===== src/rtl/disp_id_pkg.sv =====
package disp_id_pkg;

  typedef enum logic [1:0] {
    OP_CMD = 2'd0,
    OP_PRM = 2'd1,
    OP_RD  = 2'd2
  } bus_op_e;

  typedef enum logic [3:0] {
    S_IDLE, S_PROT_LO, S_RST_LO, S_PROT_HI,
    S_W_RST, S_W_REL, S_W_SET,
    S_WR, S_W_QRY, S_RD, S_RD_WAIT, S_CMP
  } seq_st_e;

  localparam logic [7:0] CMD_UNLOCK = 8'hB0;
  localparam logic [7:0] CMD_WAKE   = 8'hB1;
  localparam logic [7:0] CMD_IDQ    = 8'hBF;

  localparam int unsigned WR_STEPS = 5;
  localparam int unsigned RD_COUNT = 5;

endpackage


===== src/rtl/disp_id_timer.sv =====
module disp_id_timer #(
  parameter int unsigned CW = 8
) (
  input  logic          clk,
  input  logic          rst_n,
  input  logic          load_i,
  input  logic [CW-1:0] len_i,
  output logic          zero_o
);

  logic [CW-1:0] cnt_q, cnt_d;
  logic          cnt_en;

  assign cnt_en = load_i | (cnt_q != '0);

  always_comb begin
    if (load_i) cnt_d = len_i - CW'(1);
    else        cnt_d = cnt_q - CW'(1);
  end

  always_ff @(posedge clk or negedge rst_n) begin
    if (!rst_n)      cnt_q <= '0;
    else if (cnt_en) cnt_q <= cnt_d;
  end

  assign zero_o = (cnt_q == '0);

endmodule


===== src/rtl/disp_id_packer.sv =====
module disp_id_packer #(
  parameter int unsigned IDW = 32,
  parameter int unsigned BW  = 8
) (
  input  logic           clk,
  input  logic           rst_n,
  input  logic           clr_i,
  input  logic           cap_i,
  input  logic [BW-1:0]  byte_i,
  output logic [IDW-1:0] word_o
);

  logic [IDW-1:0] word_q, word_d;
  logic           word_en;

  assign word_en = clr_i | cap_i;

  always_comb begin
    if (clr_i) word_d = '0;
    else       word_d = {word_q[IDW-BW-1:0], byte_i};
  end

  always_ff @(posedge clk or negedge rst_n) begin
    if (!rst_n)       word_q <= '0;
    else if (word_en) word_q <= word_d;
  end

  assign word_o = word_q;

endmodule


===== src/rtl/disp_id_fsm.sv =====
module disp_id_fsm
  import disp_id_pkg::*;
#(
  parameter int unsigned CW      = 8,
  parameter int unsigned PW      = 18,
  parameter int unsigned LEN_RST = 4,
  parameter int unsigned LEN_REL = 4,
  parameter int unsigned LEN_SET = 4,
  parameter int unsigned LEN_QRY = 4
) (
  input  logic          clk,
  input  logic          rst_n,
  input  logic          start_i,
  input  logic          zero_i,
  input  logic          req_ready_i,
  input  logic          rd_valid_i,
  input  logic          match_i,
  output logic          load_o,
  output logic [CW-1:0] len_o,
  output logic          protect_o,
  output logic          lcd_rst_n_o,
  output logic          req_valid_o,
  output bus_op_e       req_kind_o,
  output logic          req_rs_o,
  output logic [PW-1:0] req_data_o,
  output logic          clr_o,
  output logic          cap_o,
  output logic          done_o,
  output logic          pass_o
);

  localparam int unsigned SW = $clog2(WR_STEPS);
  localparam int unsigned RW = $clog2(RD_COUNT);
  localparam logic [SW-1:0] WR_LAST = SW'(WR_STEPS - 1);
  localparam logic [RW-1:0] RD_LAST = RW'(RD_COUNT - 1);

  seq_st_e       st_q, st_d;
  logic [SW-1:0] step_q, step_d;
  logic [RW-1:0] rdn_q, rdn_d;
  logic          prot_q, prot_d, rstn_q, rstn_d;
  logic          done_q, done_d, pass_q, pass_d;
  logic [7:0]    wr_byte;

  // write script: even steps are commands, odd steps their single parameter
  always_comb begin
    case (step_q)
      SW'(0):  wr_byte = CMD_UNLOCK;
      SW'(2):  wr_byte = CMD_WAKE;
      SW'(4):  wr_byte = CMD_IDQ;
      default: wr_byte = 8'h00;
    endcase
  end

  assign req_valid_o = (st_q == S_WR) || (st_q == S_RD);
  assign req_kind_o  = (st_q == S_RD) ? OP_RD : (step_q[0] ? OP_PRM : OP_CMD);
  assign req_rs_o    = (st_q == S_RD) || (step_q[0] == 1'b1);
  assign req_data_o  = (st_q == S_WR) ? PW'(wr_byte) : '0;

  always_comb begin
    st_d   = st_q;
    step_d = step_q;
    rdn_d  = rdn_q;
    prot_d = prot_q;
    rstn_d = rstn_q;
    done_d = 1'b0;
    pass_d = pass_q;
    load_o = 1'b0;
    len_o  = '0;
    clr_o  = 1'b0;
    cap_o  = 1'b0;
    case (st_q)
      S_IDLE: if (start_i) begin
        st_d = S_PROT_LO; pass_d = 1'b0; clr_o = 1'b1;
      end
      S_PROT_LO: begin prot_d = 1'b0; st_d = S_RST_LO; end
      S_RST_LO:  begin rstn_d = 1'b0; st_d = S_PROT_HI; end
      S_PROT_HI: begin
        prot_d = 1'b1; load_o = 1'b1; len_o = CW'(LEN_RST); st_d = S_W_RST;
      end
      S_W_RST: if (zero_i) begin
        rstn_d = 1'b1; load_o = 1'b1; len_o = CW'(LEN_REL); st_d = S_W_REL;
      end
      S_W_REL: if (zero_i) begin
        prot_d = 1'b0; load_o = 1'b1; len_o = CW'(LEN_SET); st_d = S_W_SET;
      end
      S_W_SET: if (zero_i) begin step_d = '0; st_d = S_WR; end
      S_WR: if (req_ready_i) begin
        if (step_q == WR_LAST) begin
          load_o = 1'b1; len_o = CW'(LEN_QRY); st_d = S_W_QRY;
        end else begin
          step_d = step_q + SW'(1);
        end
      end
      S_W_QRY: if (zero_i) begin rdn_d = '0; st_d = S_RD; end
      S_RD:    if (req_ready_i) st_d = S_RD_WAIT;
      S_RD_WAIT: if (rd_valid_i) begin
        cap_o = (rdn_q != '0);
        if (rdn_q == RD_LAST) st_d = S_CMP;
        else begin rdn_d = rdn_q + RW'(1); st_d = S_RD; end
      end
      S_CMP: begin done_d = 1'b1; pass_d = match_i; st_d = S_IDLE; end
      default: st_d = S_IDLE;
    endcase
  end

  always_ff @(posedge clk or negedge rst_n) begin
    if (!rst_n) begin
      st_q   <= S_IDLE;
      step_q <= '0;
      rdn_q  <= '0;
      prot_q <= 1'b0;
      rstn_q <= 1'b1;
      done_q <= 1'b0;
      pass_q <= 1'b0;
    end else begin
      st_q   <= st_d;
      step_q <= step_d;
      rdn_q  <= rdn_d;
      prot_q <= prot_d;
      rstn_q <= rstn_d;
      done_q <= done_d;
      pass_q <= pass_d;
    end
  end

  assign protect_o   = prot_q;
  assign lcd_rst_n_o = rstn_q;
  assign done_o      = done_q;
  assign pass_o      = pass_q;

endmodule


===== src/rtl/disp_id_seq.sv =====
module disp_id_seq #(
  parameter int unsigned CLK_PER_US = 50,
  parameter int unsigned RST_US     = 1100,
  parameter int unsigned REL_US     = 10,
  parameter int unsigned SET_US     = 20000,
  parameter int unsigned QRY_US     = 50000,
  parameter logic [31:0] ID_WORD    = 32'h0122_1517
) (
  input  logic        clk,
  input  logic        rst_n,
  input  logic        start_i,
  output logic        protect_o,
  output logic        lcd_rst_n_o,
  output logic        req_valid_o,
  output logic [1:0]  req_kind_o,
  output logic        req_rs_o,
  output logic [17:0] req_data_o,
  input  logic        req_ready_i,
  input  logic        rd_valid_i,
  input  logic [7:0]  rd_data_i,
  output logic        done_o,
  output logic        pass_o,
  output logic [31:0] id_o
);
  import disp_id_pkg::*;

  localparam int unsigned PW      = 18;
  localparam int unsigned LEN_RST = RST_US * CLK_PER_US;
  localparam int unsigned LEN_REL = REL_US * CLK_PER_US;
  localparam int unsigned LEN_SET = SET_US * CLK_PER_US;
  localparam int unsigned LEN_QRY = QRY_US * CLK_PER_US;
  localparam int unsigned MAX_A   = (LEN_RST > LEN_REL) ? LEN_RST : LEN_REL;
  localparam int unsigned MAX_B   = (LEN_SET > LEN_QRY) ? LEN_SET : LEN_QRY;
  localparam int unsigned LEN_MAX = (MAX_A > MAX_B) ? MAX_A : MAX_B;
  localparam int unsigned CW      = $clog2(LEN_MAX + 1);

  logic          load, zero, clr, cap, match;
  logic [CW-1:0] len;
  bus_op_e       kind;

  disp_id_fsm #(
    .CW(CW), .PW(PW),
    .LEN_RST(LEN_RST), .LEN_REL(LEN_REL), .LEN_SET(LEN_SET), .LEN_QRY(LEN_QRY)
  ) u_fsm (
    .clk(clk), .rst_n(rst_n), .start_i(start_i), .zero_i(zero),
    .req_ready_i(req_ready_i), .rd_valid_i(rd_valid_i), .match_i(match),
    .load_o(load), .len_o(len), .protect_o(protect_o), .lcd_rst_n_o(lcd_rst_n_o),
    .req_valid_o(req_valid_o), .req_kind_o(kind), .req_rs_o(req_rs_o),
    .req_data_o(req_data_o), .clr_o(clr), .cap_o(cap),
    .done_o(done_o), .pass_o(pass_o)
  );

  disp_id_timer #(.CW(CW)) u_tmr (
    .clk(clk), .rst_n(rst_n), .load_i(load), .len_i(len), .zero_o(zero)
  );

  disp_id_packer #(.IDW(32), .BW(8)) u_pack (
    .clk(clk), .rst_n(rst_n), .clr_i(clr), .cap_i(cap),
    .byte_i(rd_data_i), .word_o(id_o)
  );

  assign match      = (id_o == ID_WORD);
  assign req_kind_o = kind;

endmodule


===== config.mk =====
export PLATFORM = sky130hd
export DESIGN_NAME = disp_id_seq
export DESIGN_NICKNAME = d
export VERILOG_FILES = /design/src/rtl/disp_id_pkg.sv /design/src/rtl/disp_id_timer.sv /design/src/rtl/disp_id_packer.sv /design/src/rtl/disp_id_fsm.sv /design/src/rtl/disp_id_seq.sv
export SDC_FILE = /design/constraint.sdc
export NUM_CORES = 1
export LEC_CHECK = 0
export BUFFER_PORTS_ARGS = -buffer_cell sky130_fd_sc_hd__clkbuf_2
export CAP_MARGIN = 10
export CELL_PAD_IN_SITES_DETAIL_PLACEMENT = 1
export CELL_PAD_IN_SITES_GLOBAL_PLACEMENT = 2
export CORE_ASPECT_RATIO = 2
export CORE_UTILIZATION = 30
export CTS_CLUSTER_DIAMETER = 30
export CTS_CLUSTER_SIZE = 28
export DETAILED_ROUTE_END_ITERATION = 16
export PLACE_DENSITY_LB_ADDON = 0.15
export SYNTH_ARGS = -nofsm -noshare
export SYNTH_HDL_FRONTEND = slang
export SYNTH_SLANG_ARGS = --single-unit

===== constraint.sdc =====
create_clock -name clk -period 10.6 [get_ports clk]
set_clock_uncertainty 0.05 [all_clocks]
set_input_delay 1.59 -clock clk [delete_from_list [all_inputs] [get_ports clk]]
set_output_delay 1.59 -clock clk [all_outputs]
set_load 0.03 [all_outputs]

# Word level (Yosys, flattened, before mapping)
# Index checks and enable logic that the tools add are counted.
# totals
register_bits	68
in_bits	13
out_inout_bits	58
wordCells	104
# op_classes
add_sub_neg	4
eq_ne	26
mux	44
bitwise	2
n_reduce_logical	19
# op_table
op	n
22-bit one-hot mux with 4 select lines	1
22-bit two-way mux	3
4-bit one-hot mux with 11 select lines	1
22-bit by 1-bit subtractor with 22-bit output (second input constant)	2
4-bit two-way mux	9
32-bit by 25-bit == test with 1-bit output (second input constant)	1
32-bit two-way mux	1
8-bit one-hot mux with 3 select lines	1
22-bit logical NOT	1
22-bit nonzero test	1
20-bit two-way mux	1
4-bit by 3-bit == test with 1-bit output (second input constant)	4
4-bit == test (second input constant)	4
3-bit two-way mux	5
2-bit inequality test (second input constant)	7
1-bit two-way mux	12
3-bit one-hot mux with 2 select lines	2
9-bit two-way mux	1
9-bit AND reduction	1
4-bit by 2-bit == test with 1-bit output (second input constant)	2
8-bit two-way mux	1
2-bit by 1-bit inequality test with 1-bit output (second input constant)	4
4-bit AND reduction	2
2-bit nonzero test	4
other kinds (14)	24

# Longest topological paths before layout
# Gate-level depths: netlist of run 1.
# logic_depth
word_depth	6
depth_mapped	13

# Modules after synthesis
# A second synthesis of run 1 with hierarchy kept.
# unflattened
hier_cells	478
area_unflattened_um2	4519.3
# modules_own_cells
module	instances	cells_per_inst	area_each_um2
disp_id_timer	1	206	1855.5
disp_id_packer	1	103	1323.8
disp_id_fsm	1	158	1216.2
disp_id_seq	1	11	123.9

# Least setup slack after synthesis of run 1
# No wires, ideal clock.
# synth_timing
path_kind	reg-to-output
startpoint	register u_fsm.st_q[0]
endpoint	output port req_kind_o[0]
arrival_time_ns	2.583
t_required_ns	8.960
slack_ns	6.377
path_stages_with_launch	6
n_path_buf	2
path_cell_list	dfrtp_1 > clkbuf_1 > clkbuf_1 > inv_1 > nor4b_1 > nor2_1
# synth_via
elab_chain_cells	2
# synth_lines
element	line_no	source
start, declared	disp_id_fsm.sv:37	seq_st_e st_q, st_d;
start signal, assigned	disp_id_fsm.sv:116	st_q <= st_d;
4-bit == test	disp_id_fsm.sv:55	assign req_kind_o = (st_q == S_RD) ? OP_RD : (step_q[0] ? OP_PRM : OP_CMD);
2-bit two-way mux	disp_id_fsm.sv:55	
end, declared	disp_id_seq.sv:15	output logic [1:0] req_kind_o,
# No other way between the ends.

# Final worst setup path of run 1
# layout_timing
startpoint	input port req_ready_i
endpoint	register u_tmr.cnt_q[16]
# layout_via
elab_chain_cells	4
# layout_lines
element	line_no	source
start, declared	disp_id_seq.sv:18	input logic req_ready_i,
22-bit two-way mux	disp_id_fsm.sv:87	S_WR: if (req_ready_i) begin
22-bit one-hot mux with 4 select lines	disp_id_fsm.sv:71	case (st_q)
22-bit by 1-bit subtractor with 22-bit output	disp_id_timer.sv:17	if (load_i) cnt_d = len_i - CW'(1);
22-bit two-way mux	disp_id_timer.sv:17	
end signal, assigned	disp_id_timer.sv:23	else if (cnt_en) cnt_q <= cnt_d;
end, declared	disp_id_timer.sv:11	logic [CW-1:0] cnt_q, cnt_d;
# Parallel ways exist; a longest one is shown, timed or not.
# A chain may end at the register's enable or synchronous reset.

==> results.ini, run 1 <==
[status]
outcome = finished clean

[floorplan]
core_mm2 = 0.01220
die_width_um = 81.07
ios = 71
num_rows = 57
initial_core_util_pct = 30.76
die-area_mm2 = 0.01298
die_height_um = 160.1

[clocking]
worstSkewPairLatency_ps = 330
clockBufferDepth = 2
cts-root-buf = clkbuf_16
cts_tree = built
cts_resized = 0
cts.clk_slew.worst_paths_ps = 60
numClockSinks = 68
ctsHoldBuffers = 0
cts_made_buffers = 9
cts_setup_buffers = 0
h-tree-depth = 3

[power_and_ir_drop]
p_int_uw = 432.8
clkPwrFrac_pct = 50.4
p_leak_uw = 0.001872
comb_power_share_pct = 3.1
ir_drop_v = 0.0001029
p_sw_share_pct = 22.90
p_per_area_mw_per_mm2 = 129.1
p_seq_share_pct = 46.4
netSwitchingPower_uw = 128.5

[placement]
dpl_worst_slack_ps = 5999
placedCellCount = 622
gp_congestion = 0.8405
io_buffers = 59
dp_hpwl_mm = 8.919

[layout]
fin_util_pct = 35.64
drive_above_1_share_pct = 18.57
stdcell_count = 637
nets = 505
area_growth_pct = 15.88
num_antenna_cells = 0

[logic_synthesis]
synth_top_area_cell = dfrtp_1
yosys_warnings = 0
seq_area_frac_synth_pct = 45.40
yosys.cell_types.count = 62
synth_edf_count = 0
synth_top_area_share_pct = 44.70
synth_area_mm2 = 0.003751
synthCells = 443
synthFlopType = dfrtp_1
synth_area_leaders = dfrtp_1 45%, nand2_1 9.5%, o21ai_0 6.3%, nor2_1 3.5%, buf_4 3.2%
ys_ff_latch = 68
syn-mean-instance-area_um2 = 8.467
ys_async_sr_fraction_pct = 100.0

[drt]
first_iter_violations = 126
dr.pass1.iters = 4
wire_per_inst_um = 19.50
post_drt_via_cell_ratio = 5.327
remaining_drc_errors = 0
num_vias = 3393
antenna_left = 0
drt_wl_total_mm = 12.42

[global_route]
grt_pass1_vias = 3604
grt_overflow = 0
grt_antenna_before_repair = 0
track_usage_pct = 20.90
grt_max_degree = 69
grt_pass1_wl_mm = 20.07

[sta]
period_needed_ps = 4318
hold-worst-slack_ps = 461.0
finalSetupTns_ps = 0
rsz0062_at_grt = no
worst_pin_slew_ps = 961.4
setup_viol = 0
slew-limit-headroom_pct = 35.56
slew_violations = 0
fmax_mhz = 231.6
timing.final.crit_share_pct = 40.73
timing.final.ws_setup_ps = 6282
finalHoldViolations = 0

[setup_path]
critPathMaxStageDelay_ps = 680
path_class = in2reg
critPathMaxFanout = 9
crit_path_end_kind = flop
cpMaxStageDelayCell = o21ai_1
worst_path_most_repeated_cell = nand3_1
critPathLaunchType = input port
cp.required_ps = 10720
arrival_ps = 4440
path_cells = clkbuf_2 -> nand3_1 -> o21ai_1 -> nor2_1 -> nand2_1 -> ha_1 -> and2_1 -> nand3_1 -> nor4_1 -> mux2i_1 -> o21ai_0

[run]
maxCapViolCount = 0

[min_path]
hold_class = reg2reg

-- logic make-up (layout without fill, tap and decap cells) --
family,count (synthesis),after routing,share of synthesized area (%)
muxes,4,4,1.201
AOI/OAI and AO/OA,101,101,15.78
other,1,11,0.09997
xor gates and xnor gates,6,6,1.401
adders and majority gates,6,6,2.001
DFF,68,68,45.40
buffers and inverters,47,84,6.538
and+or+nand+nor,210,210,27.59
-- critical path, delay by kind of cell --
family / cells / cell delay [ps]
AND/OR/NAND/NOR: 6 / 1450
AO/OA/AOI/OAI: 2 / 780
adder cells (fa/ha/maj): 1 / 220
multiplexers: 1 / 220
buffers and inverters: 1 / 170
-- registers in the layout (all words and copies together) (netlist names) --
| name | cells |
|---|---|
| u_fsm.step_q | 3 |
| u_fsm.pass_o | 1 |
| u_tmr.cnt_q | 22 |
| u_fsm.rdn_q | 3 |
| u_pack.word_o | 32 |
| u_fsm.st_q | 4 |
| u_fsm.protect_o | 1 |
| u_fsm.done_o | 1 |
| u_fsm.lcd_rst_n_o | 1 |
-- cell type report --
class | instances | area, um^2
fill | 1491 | 7849
multi-input combinational | 338 | 1846
sequential | 68 | 1703
timing repair buffer | 62 | 317.8
clock buffer | 13 | 260.3
tap | 147 | 183.9
inverter | 7 | 26.28
clock inverter | 2 | 10.01
-- cell usage after synthesis, types with 4 or more instances --
| library cell | instances |
|---|---|
| or3_1 | 8 |
| o21ai_0 | 47 |
| nor4b_1 | 7 |
| nand4b_1 | 4 |
| nor2_1 | 35 |
| clkbuf_1 | 21 |
| o31ai_1 | 4 |
| nand2_1 | 95 |
| nand4_1 | 4 |
| ha_1 | 6 |
| inv_1 | 7 |
| a31oi_1 | 4 |
| buf_4 | 16 |
| nor4_1 | 7 |
| nor3_1 | 12 |
| dfrtp_1 | 67 |
| nand3_1 | 10 |
| nand2b_1 | 4 |
| a21oi_1 | 23 |
-- path summary, 6_finish.rpt --
kind	from	end	slack, ps	cells past startpoint
worst max-delay path	req_ready_i	u_tmr.cnt_q[16]$_DFFE_PN0P_	6280	11
worst min-delay path	u_fsm.protect_o$_DFFE_PN0P_	u_fsm.protect_o$_DFFE_PN0P_	460	2
max in group asynchronous	rst_n	u_pack.word_o[20]$_DFFE_PN0P_	8450	2
min in group asynchronous	rst_n	u_tmr.cnt_q[19]$_DFFE_PN0P_	1430	2
worst max register to register	u_fsm.st_q[1]$_DFFE_PN0P_	u_tmr.cnt_q[16]$_DFFE_PN0P_	6530	10
worst min register to register	u_fsm.protect_o$_DFFE_PN0P_	u_fsm.protect_o$_DFFE_PN0P_	460	2
-- placed cells by master, fill, tap and decap left out, drive strengths merged, types with 6 or more instances in the layout --
cell type  count
a21oi         24
clkbuf        71
conb          11
dfrtp         67
ha             6
inv            7
nand2         96
nand3         10
nor2          37
nor3          13
nor4           7
nor4b          7
o21ai         49
or3            8
-- per-stage QoR --
step           cell area, um^2  total power (uW)
2_1_floorplan             3789             276.7
3_3_place_gp              4076             283.2
3_5_place_dp              4076             283.3
4_1_cts                   4347             569.7
5_1_grt                   4347             580.7
6_report                  4347             561.3
-- metal layers --
metal  wire length (um)  vias to the layer above  global-route usage, %
li1                   -                     1606                      -
met1               4740                     1682                  23.18
met2               6754                       75                  36.48
met3                354                       30                  3.771
met4                573                        0                  11.04
met5                  0                        -                      0
-- power by group through the flow --
stage / logic [uW] / clock network, uW / registers (uW)
6_report: 17.6 / 283 / 261
5_1_grt: 20.0 / 300 / 261
4_1_cts: 18.1 / 291 / 261
3_5_place_dp: 18.1 / 0 / 265
3_3_place_gp: 18.0 / 0 / 265
2_1_floorplan: 11.5 / 0 / 265
(Power assumes the default switching activity.)
==> run 2: changes to the inputs <==
==> constraint.sdc (replaced) <==
create_clock -name clk -period 4.14 [get_ports clk]
set_clock_uncertainty 0.05 [all_clocks]
set_input_delay 0.621 -clock clk [delete_from_list [all_inputs] [get_ports clk]]
set_output_delay 0.621 -clock clk [all_outputs]
set_load 0.03 [all_outputs]
==> run 2 against run 1 <==
  * Core utilization rose by 1.1 points
  * First-iteration DRC count grew 0.79%
  * Power grew to 2.9 times the previous value
  * Die area stayed put
  * Combinational power grew to 2.6 times the previous value
  * Setup slack lost 5800 ps
  * Sequential power grew to 2.6 times the previous value
  * Register-to-register slack got worse by 6000 ps
  * Flip-flop and latch count did not move
  * Critical path type is now reg2reg
  * Highest routed layer unchanged
==> results.ini, run 2 (same netlist as run 1, synthesis figures left out) <==
[status]
outcome = finished clean  ; unchanged

[clocking]
numClockSinks = 68  ; unchanged
cts.clk_slew.worst_paths_ps = 60  ; about the same
h-tree-depth = 3  ; unchanged
cts-root-buf = clkbuf_16  ; unchanged
clockBufferDepth = 2  ; unchanged
worstSkewPairLatency_ps = 330  ; about the same
cts_resized = 0  ; unchanged
cts_setup_buffers = 0  ; unchanged
cts_tree = built  ; unchanged
ctsHoldBuffers = 0  ; unchanged
cts_made_buffers = 9  ; unchanged

[setup_path]
critPathLaunchType = flop  ; was input port
worst_path_most_repeated_cell = nor4_1  ; was nand3_1
cpMaxStageDelayCell = nor4_1  ; was o21ai_1
path_cells = nor4_1 -> nand4_1 -> nor2_4 -> nor2_1 -> nand2_1 -> ha_1 -> and2_1 -> nand3_1 -> nor4_1 -> mux2i_1 -> o21ai_0  ; was clkbuf_2 -> nand3_1 -> o21ai_1 -> nor2_1 -> nand2_1 -> ha_1 -> and2_1 -> nand3_1 -> nor4_1 -> mux2i_1 -> o21ai_0
path_class = reg2reg  ; was in2reg
crit_path_end_kind = flop  ; unchanged
critPathMaxStageDelay_ps = 690  ; was 680 ps
arrival_ps = 3760  ; was 4440 ps
cp.required_ps = 4290  ; was 10,720 ps
cp_num_buf_inv = 0  ; was 1
critPathTopFamily = simple AND/OR/NAND/NOR gates  ; unchanged
critPathMaxFanout = 7  ; was 9

[floorplan]
die_height_um = 160.1  ; unchanged
core_mm2 = 0.01220  ; unchanged
die-area_mm2 = 0.01298  ; unchanged
initial_core_util_pct = 30.76  ; unchanged
die_width_um = 81.07  ; unchanged
ios = 71  ; unchanged
num_rows = 57  ; unchanged

[drt]
wire_per_inst_um = 19.26  ; was 19.50 um
dr.pass1.iters = 4  ; unchanged
drt_wl_total_mm = 12.44  ; was 12.42 mm
num_vias = 3412  ; was 3,393
post_drt_via_cell_ratio = 5.282  ; was 5.327
remaining_drc_errors = 0  ; unchanged
antenna_left = 0  ; unchanged
first_iter_violations = 127  ; was 126

[sta]
rsz0062_at_grt = no  ; unchanged
slew_violations = 0  ; unchanged
period_needed_ps = 3610
setup_viol = 0  ; unchanged
hold-worst-slack_ps = 375.6  ; was 461.0 ps
fmax_mhz = 277.0
finalSetupTns_ps = 0  ; unchanged
worst_pin_slew_ps = 921.8  ; was 961.4 ps
finalHoldViolations = 0  ; unchanged
timing.final.ws_setup_ps = 530.4  ; was 6282 ps
slew-limit-headroom_pct = 38.55  ; was 35.56%
timing.final.crit_share_pct = 87.19

[min_path]
hold_class = in2async  ; was reg2reg

[placement]
io_buffers = 59  ; unchanged
postPlaceCellArea_mm2 = 0.004136  ; was 0.004076 mm^2
dpl_worst_slack_ps = 541.0  ; was 5999 ps
dp_hpwl_mm = 9.270  ; was 8.919 mm
gp_congestion = 0.8527  ; was 0.8405

[global_route]
grt_pass1_wl_mm = 20.04  ; was 20.07 mm
grt_pass1_vias = 3765  ; was 3,604
grt_overflow = 0  ; unchanged
grt_antenna_before_repair = 0  ; unchanged
track_usage_pct = 20.76  ; was 20.90%
grt_max_degree = 65  ; was 69

[layout]
area_growth_pct = 19.35  ; was 15.88%
nets = 513  ; was 505
drive_above_1_share_pct = 20.44  ; was 18.57%
largest_reg_flops = 32  ; unchanged
num_antenna_cells = 0  ; unchanged
final_common_cell = nand2_1  ; unchanged
design_area_mm2 = 0.004477  ; was 0.004347 mm^2
mostFrequentLayoutCells = 95 x nand2_1, 67 x dfrtp_1, 58 x clkbuf_2, 47 x o21ai_0, 35 x nor2_1  ; unchanged
fillCellCount = 1485  ; was 1,491

[power_and_ir_drop]
ir_drop_v = 0.0001870  ; was 0.0001029 V
p_per_area_mw_per_mm2 = 357.9  ; was 129.1 mW/mm^2
p_leak_uw = 0.001937  ; was 0.001872 uW

[run]
maxCapViolCount = 0  ; unchanged

[run 2: cell types whose count changed in the layout (fill, tap and decap cells not counted)]
cell / change
buf_4: +8
bufinv_16: +3
clkbuf_1: -2
clkbuf_8: -2
clkinvlp_4: +2
[run 2: worst paths after layout]
path / from / endpoint / slack [ps] / cells past startpoint
min: rst_n / u_tmr.cnt_q[17]$_DFFE_PN0P_ / 380 / 1
max in group asynchronous: rst_n / u_fsm.lcd_rst_n_o$_DFFE_PN1P_ / 2800 / 2
min in group clk: rd_data_i[3] / u_pack.word_o[3]$_DFFE_PN0P_ / 440 / 3
max: u_tmr.cnt_q[2]$_DFFE_PN0P_ / u_tmr.cnt_q[16]$_DFFE_PN0P_ / 530 / 11
max reg2reg: u_tmr.cnt_q[2]$_DFFE_PN0P_ / u_tmr.cnt_q[16]$_DFFE_PN0P_ / 530 / 11
min reg2reg: u_tmr.cnt_q[0]$_DFFE_PN0P_ / u_tmr.cnt_q[0]$_DFFE_PN0P_ / 460 / 1
[run 2: through the flow]
stage	total power [uW]	util (%)	instances
floorplan	708.3	-	453
global placement	725.7	33.92	630
detailed placement	726.3	33.92	630
CTS	1622	36.71	646
global route	1657	36.71	646
finish	1602	36.71	646
[run 2: report_power, final]
part | internal [uW] | switching (uW)
Sequential | 666 | 1.31
Combinational | 9.41 | 36.5
Clock | 586 | 303
Total | 1260 | 341
[run 2: final cells by class]
| type | instances | area [um^2] | area share, % |
|---|---|---|---|
| Sequential cell | 68 | 1703 | 38.04 |
| Tap cell | 147 | 183.9 | 4.108 |
| Timing Repair Buffer | 70 | 377.9 | 8.440 |
| Multi-Input combinational cell | 338 | 1846 | 41.22 |
| Inverter | 7 | 26.28 | 0.5869 |
| Clock inverter | 7 | 115.1 | 2.571 |
| Clock buffer | 9 | 225.2 | 5.031 |
[run 2: worst reg2reg max path, cell delays in order, from the launching register on]
cell and delay [ps]:
dfrtp_1 440, nor4_1 690, nand4_1 450, nor2_4 290, nor2_1 100, nand2_1 80
ha_1 220, and2_1 320, nand3_1 180, nor4_1 330, mux2i_1 230, o21ai_0 90
[run 2: metal layers]
layer | share of wire [%] | GRT usage (%) | routed length [um] | up-vias
met3 | 2.4 | 3.314 | 301 | 22
met1 | 37 | 21.54 | 4611 | 1709
met4 | 3.1 | 9.334 | 389 | 0
li1 | - | - | - | 1620
met5 | 0 | 0 | 0 | -
met2 | 57 | 38.88 | 7139 | 61
==> run 3: changes to the inputs <==
==> constraint.sdc (replaced) <==
create_clock -name clk -period 2.95 [get_ports clk]
set_clock_uncertainty 0.05 [all_clocks]
set_input_delay 0.4425 -clock clk [delete_from_list [all_inputs] [get_ports clk]]
set_output_delay 0.4425 -clock clk [all_outputs]
set_load 0.03 [all_outputs]
==> run 3 against run 2 <==
  * Worst hold slack worse by 350 ps
  * Combinational power is 48% higher
  * Setup slack worse by 510 ps
  * Final area is 6.6% higher
  * Critical path type unchanged
  * Largest cell class unchanged
==> results.ini, run 3 (same netlist as run 1, synthesis figures left out) <==
[status]
outcome = finished clean  ; unchanged

[clocking]
cts_made_buffers = 9  ; unchanged
clockBufferDepth = 2  ; unchanged
worstSkewPairLatency_ps = 340  ; was 330 ps
h-tree-depth = 3  ; unchanged
numClockSinks = 68  ; unchanged
cts-root-buf = clkbuf_16  ; unchanged
cts.clk_slew.worst_paths_ps = 60  ; about the same
cts_tree = built  ; unchanged

[global_route]
grt_overflow = 0  ; unchanged
track_usage_pct = 21.27  ; was 20.76%
grt_pass1_vias = 3774  ; was 3,765
grt_antenna_before_repair = 1  ; was 0
grt_max_degree = 65  ; unchanged
grt_pass1_wl_mm = 20.35  ; was 20.04 mm

[layout]
multi_input_area_mm2 = 0.001933  ; was 0.001846 mm^2
regArea_mm2 = 0.001703  ; unchanged
final_common_cell = nand2_1  ; unchanged
largest_reg_flops = 32  ; unchanged
nets = 542  ; was 513
stdcell_count = 675  ; was 646
area_growth_pct = 27.18  ; was 19.35%
design_area_mm2 = 0.004771  ; was 0.004477 mm^2
mostFrequentLayoutCells = 95 x nand2_1, 67 x dfrtp_1, 58 x clkbuf_2, 46 x o21ai_0, 38 x buf_4  ; was 95 x nand2_1, 67 x dfrtp_1, 58 x clkbuf_2, 47 x o21ai_0, 35 x nor2_1
drive_above_1_share_pct = 26.57  ; was 20.44%
fillCellCount = 1474  ; was 1,485

[sta]
slew_violations = 0  ; unchanged
slew-limit-headroom_pct = 53.86  ; was 38.55%
period_needed_ps = 2928  ; was 3610 ps
fmax_mhz = 341.5  ; was 277.0 MHz
finalHoldViolations = 0  ; unchanged
worst_pin_slew_ps = 682.7  ; was 921.8 ps
rsz0062_at_grt = yes  ; was no
hold-worst-slack_ps = 24.87  ; was 375.6 ps
timing.final.crit_share_pct = 99.25  ; was 87.19%
setup_viol = 0  ; unchanged

[floorplan]
initial_core_util_pct = 30.76  ; unchanged
die_width_um = 81.07  ; unchanged
core_mm2 = 0.01220  ; unchanged
ios = 71  ; unchanged
die-area_mm2 = 0.01298  ; unchanged
num_rows = 57  ; unchanged
die_height_um = 160.1  ; unchanged

[drt]
remaining_drc_errors = 0  ; unchanged
antenna_left = 0  ; unchanged
post_drt_via_cell_ratio = 5.191  ; was 5.282
dr.pass1.iters = 4  ; unchanged
wl_met2_mm = 7.420  ; was 7.139 mm
first_iter_violations = 102  ; was 127
maxUsedRoutingLayer = met4  ; unchanged
num_vias = 3504  ; was 3,412
wire_per_inst_um = 19.07  ; was 19.26 um
met3_length_um = 348  ; was 301 um
wirelength_met1_mm = 4.651  ; was 4.611 mm
drt_wl_total_mm = 12.87  ; was 12.44 mm

[setup_path]
path_cells = or4_4 -> or4_4 -> nor2_4 -> nor2_4 -> nand2_1 -> ha_2 -> and2_4 -> nand3_4 -> nor4_4 -> mux2i_1 -> o21ai_1  ; was nor4_1 -> nand4_1 -> nor2_4 -> nor2_1 -> nand2_1 -> ha_1 -> and2_1 -> nand3_1 -> nor4_1 -> mux2i_1 -> o21ai_0
cpMaxStageDelayCell = or4_4  ; was nor4_1
crit_path_end_kind = flop  ; unchanged
path_class = reg2reg  ; unchanged
critPathMaxStageDelay_ps = 550  ; was 690 ps
critPathLaunchType = flop  ; unchanged
critPathMaxFanout = 6  ; was 7
arrival_ps = 3090  ; was 3760 ps
cp.required_ps = 3110  ; was 4290 ps

[power_and_ir_drop]
p_per_area_mw_per_mm2 = 444.9  ; was 357.9 mW/mm^2
p_leak_uw = 0.002078  ; was 0.001937 uW
ir_drop_v = 0.0002954  ; was 0.0001870 V
p_total_uw = 2123  ; was 1602 uW

[run]
maxCapViolCount = 0  ; unchanged

[placement]
postPlaceCellArea_mm2 = 0.004367  ; was 0.004136 mm^2
dp_hpwl_mm = 9.736  ; was 9.270 mm
placedCellCount = 651  ; was 630
gp_congestion = 0.8348  ; was 0.8527
io_buffers = 59  ; unchanged

[min_path]
hold_class = in2async  ; unchanged

==> run 3: cell count changes in the layout (fill, tap and decap cells not counted), sizes merged <==
cell	change
clkinv	+1
clkbuf	+2
diode	+1
clkinvlp	-2
buf	+29
bufinv	-2
==> run 3: through the flow <==
step	TNS, ps	util, %	worst slack (ps)
floorplan	-518.8	-	-131.1
global route	-90.77	39.12	-39.96
detailed placement	0	35.81	0.7614
CTS	0	38.35	1.148
finish	0	39.12	22.10
global placement	0	35.81	78.77
==> run 3: where the power goes <==
group          internal (uW)  switching [uW]  leakage (uW)  total [uW]
combinational           15.6            52.4       0.00106        68.1
sequential               934            2.06      0.000870         936
clock                    694             424      0.000151        1120
==> run 3: path summary, 6_finish.rpt <==
| check | endpoint | from | slack [ps] | depth (start not counted) |
|---|---|---|---|---|
| worst max-delay path | u_tmr.cnt_q[16]$_DFFE_PN0P_ | u_tmr.cnt_q[13]$_DFFE_PN0P_ | 20 | 11 |
| worst min-delay path | u_tmr.cnt_q[15]$_DFFE_PN0P_ | rst_n | 20 | 1 |
| worst max register to register | u_tmr.cnt_q[16]$_DFFE_PN0P_ | u_tmr.cnt_q[13]$_DFFE_PN0P_ | 20 | 11 |
| worst min register to register | u_tmr.cnt_q[0]$_DFFE_PN0P_ | u_tmr.cnt_q[0]$_DFFE_PN0P_ | 450 | 1 |
| max in group asynchronous | u_fsm.lcd_rst_n_o$_DFFE_PN1P_ | rst_n | 2100 | 2 |
| min in group clk | u_pack.word_o[3]$_DFFE_PN0P_ | rd_data_i[3] | 250 | 3 |
==> run 3: layout make-up <==
type                    count  share of cell area [%]
diodes                      1                 0.05245
flip-flops and latches     68                   35.69
multi-input cells         338                   40.52
well taps                 147                   3.855
clock inverters             4                   1.023
repair buffers             99                   13.01
inverters                   7                  0.5507
clock buffers              11                   5.298
==> run 3: per-layer routing <==
| metal | up-vias | GRT usage (%) |
|---|---|---|
| li1 | 1680 | - |
| met1 | 1726 | 21.89 |
| met2 | 72 | 38.73 |
| met3 | 26 | 3.886 |
| met4 | 0 | 11.61 |
| met5 | - | 0 |
==> run 3: critical path: cells and delay by family (launching register included) <==
family	cells	cell delay, ps
adders and majority gates	1	180
DFF	1	380
and+or+nand+nor	8	1890
AOI/OAI and AO/OA	1	80
muxes	1	220
==> run 3: what timing repair did <==
| action | 4_1_cts | 5_1_grt |
|---|---|---|
| gates resized for setup | 1 | 5 |
| setup buffers | 0 | 8 |
| endpoints found under the hold margin | 0 | 0 |
| pin swaps | 0 | 1 |
| hold buffers | 0 | 0 |
| setup endpoints to repair | 1 | 5 |
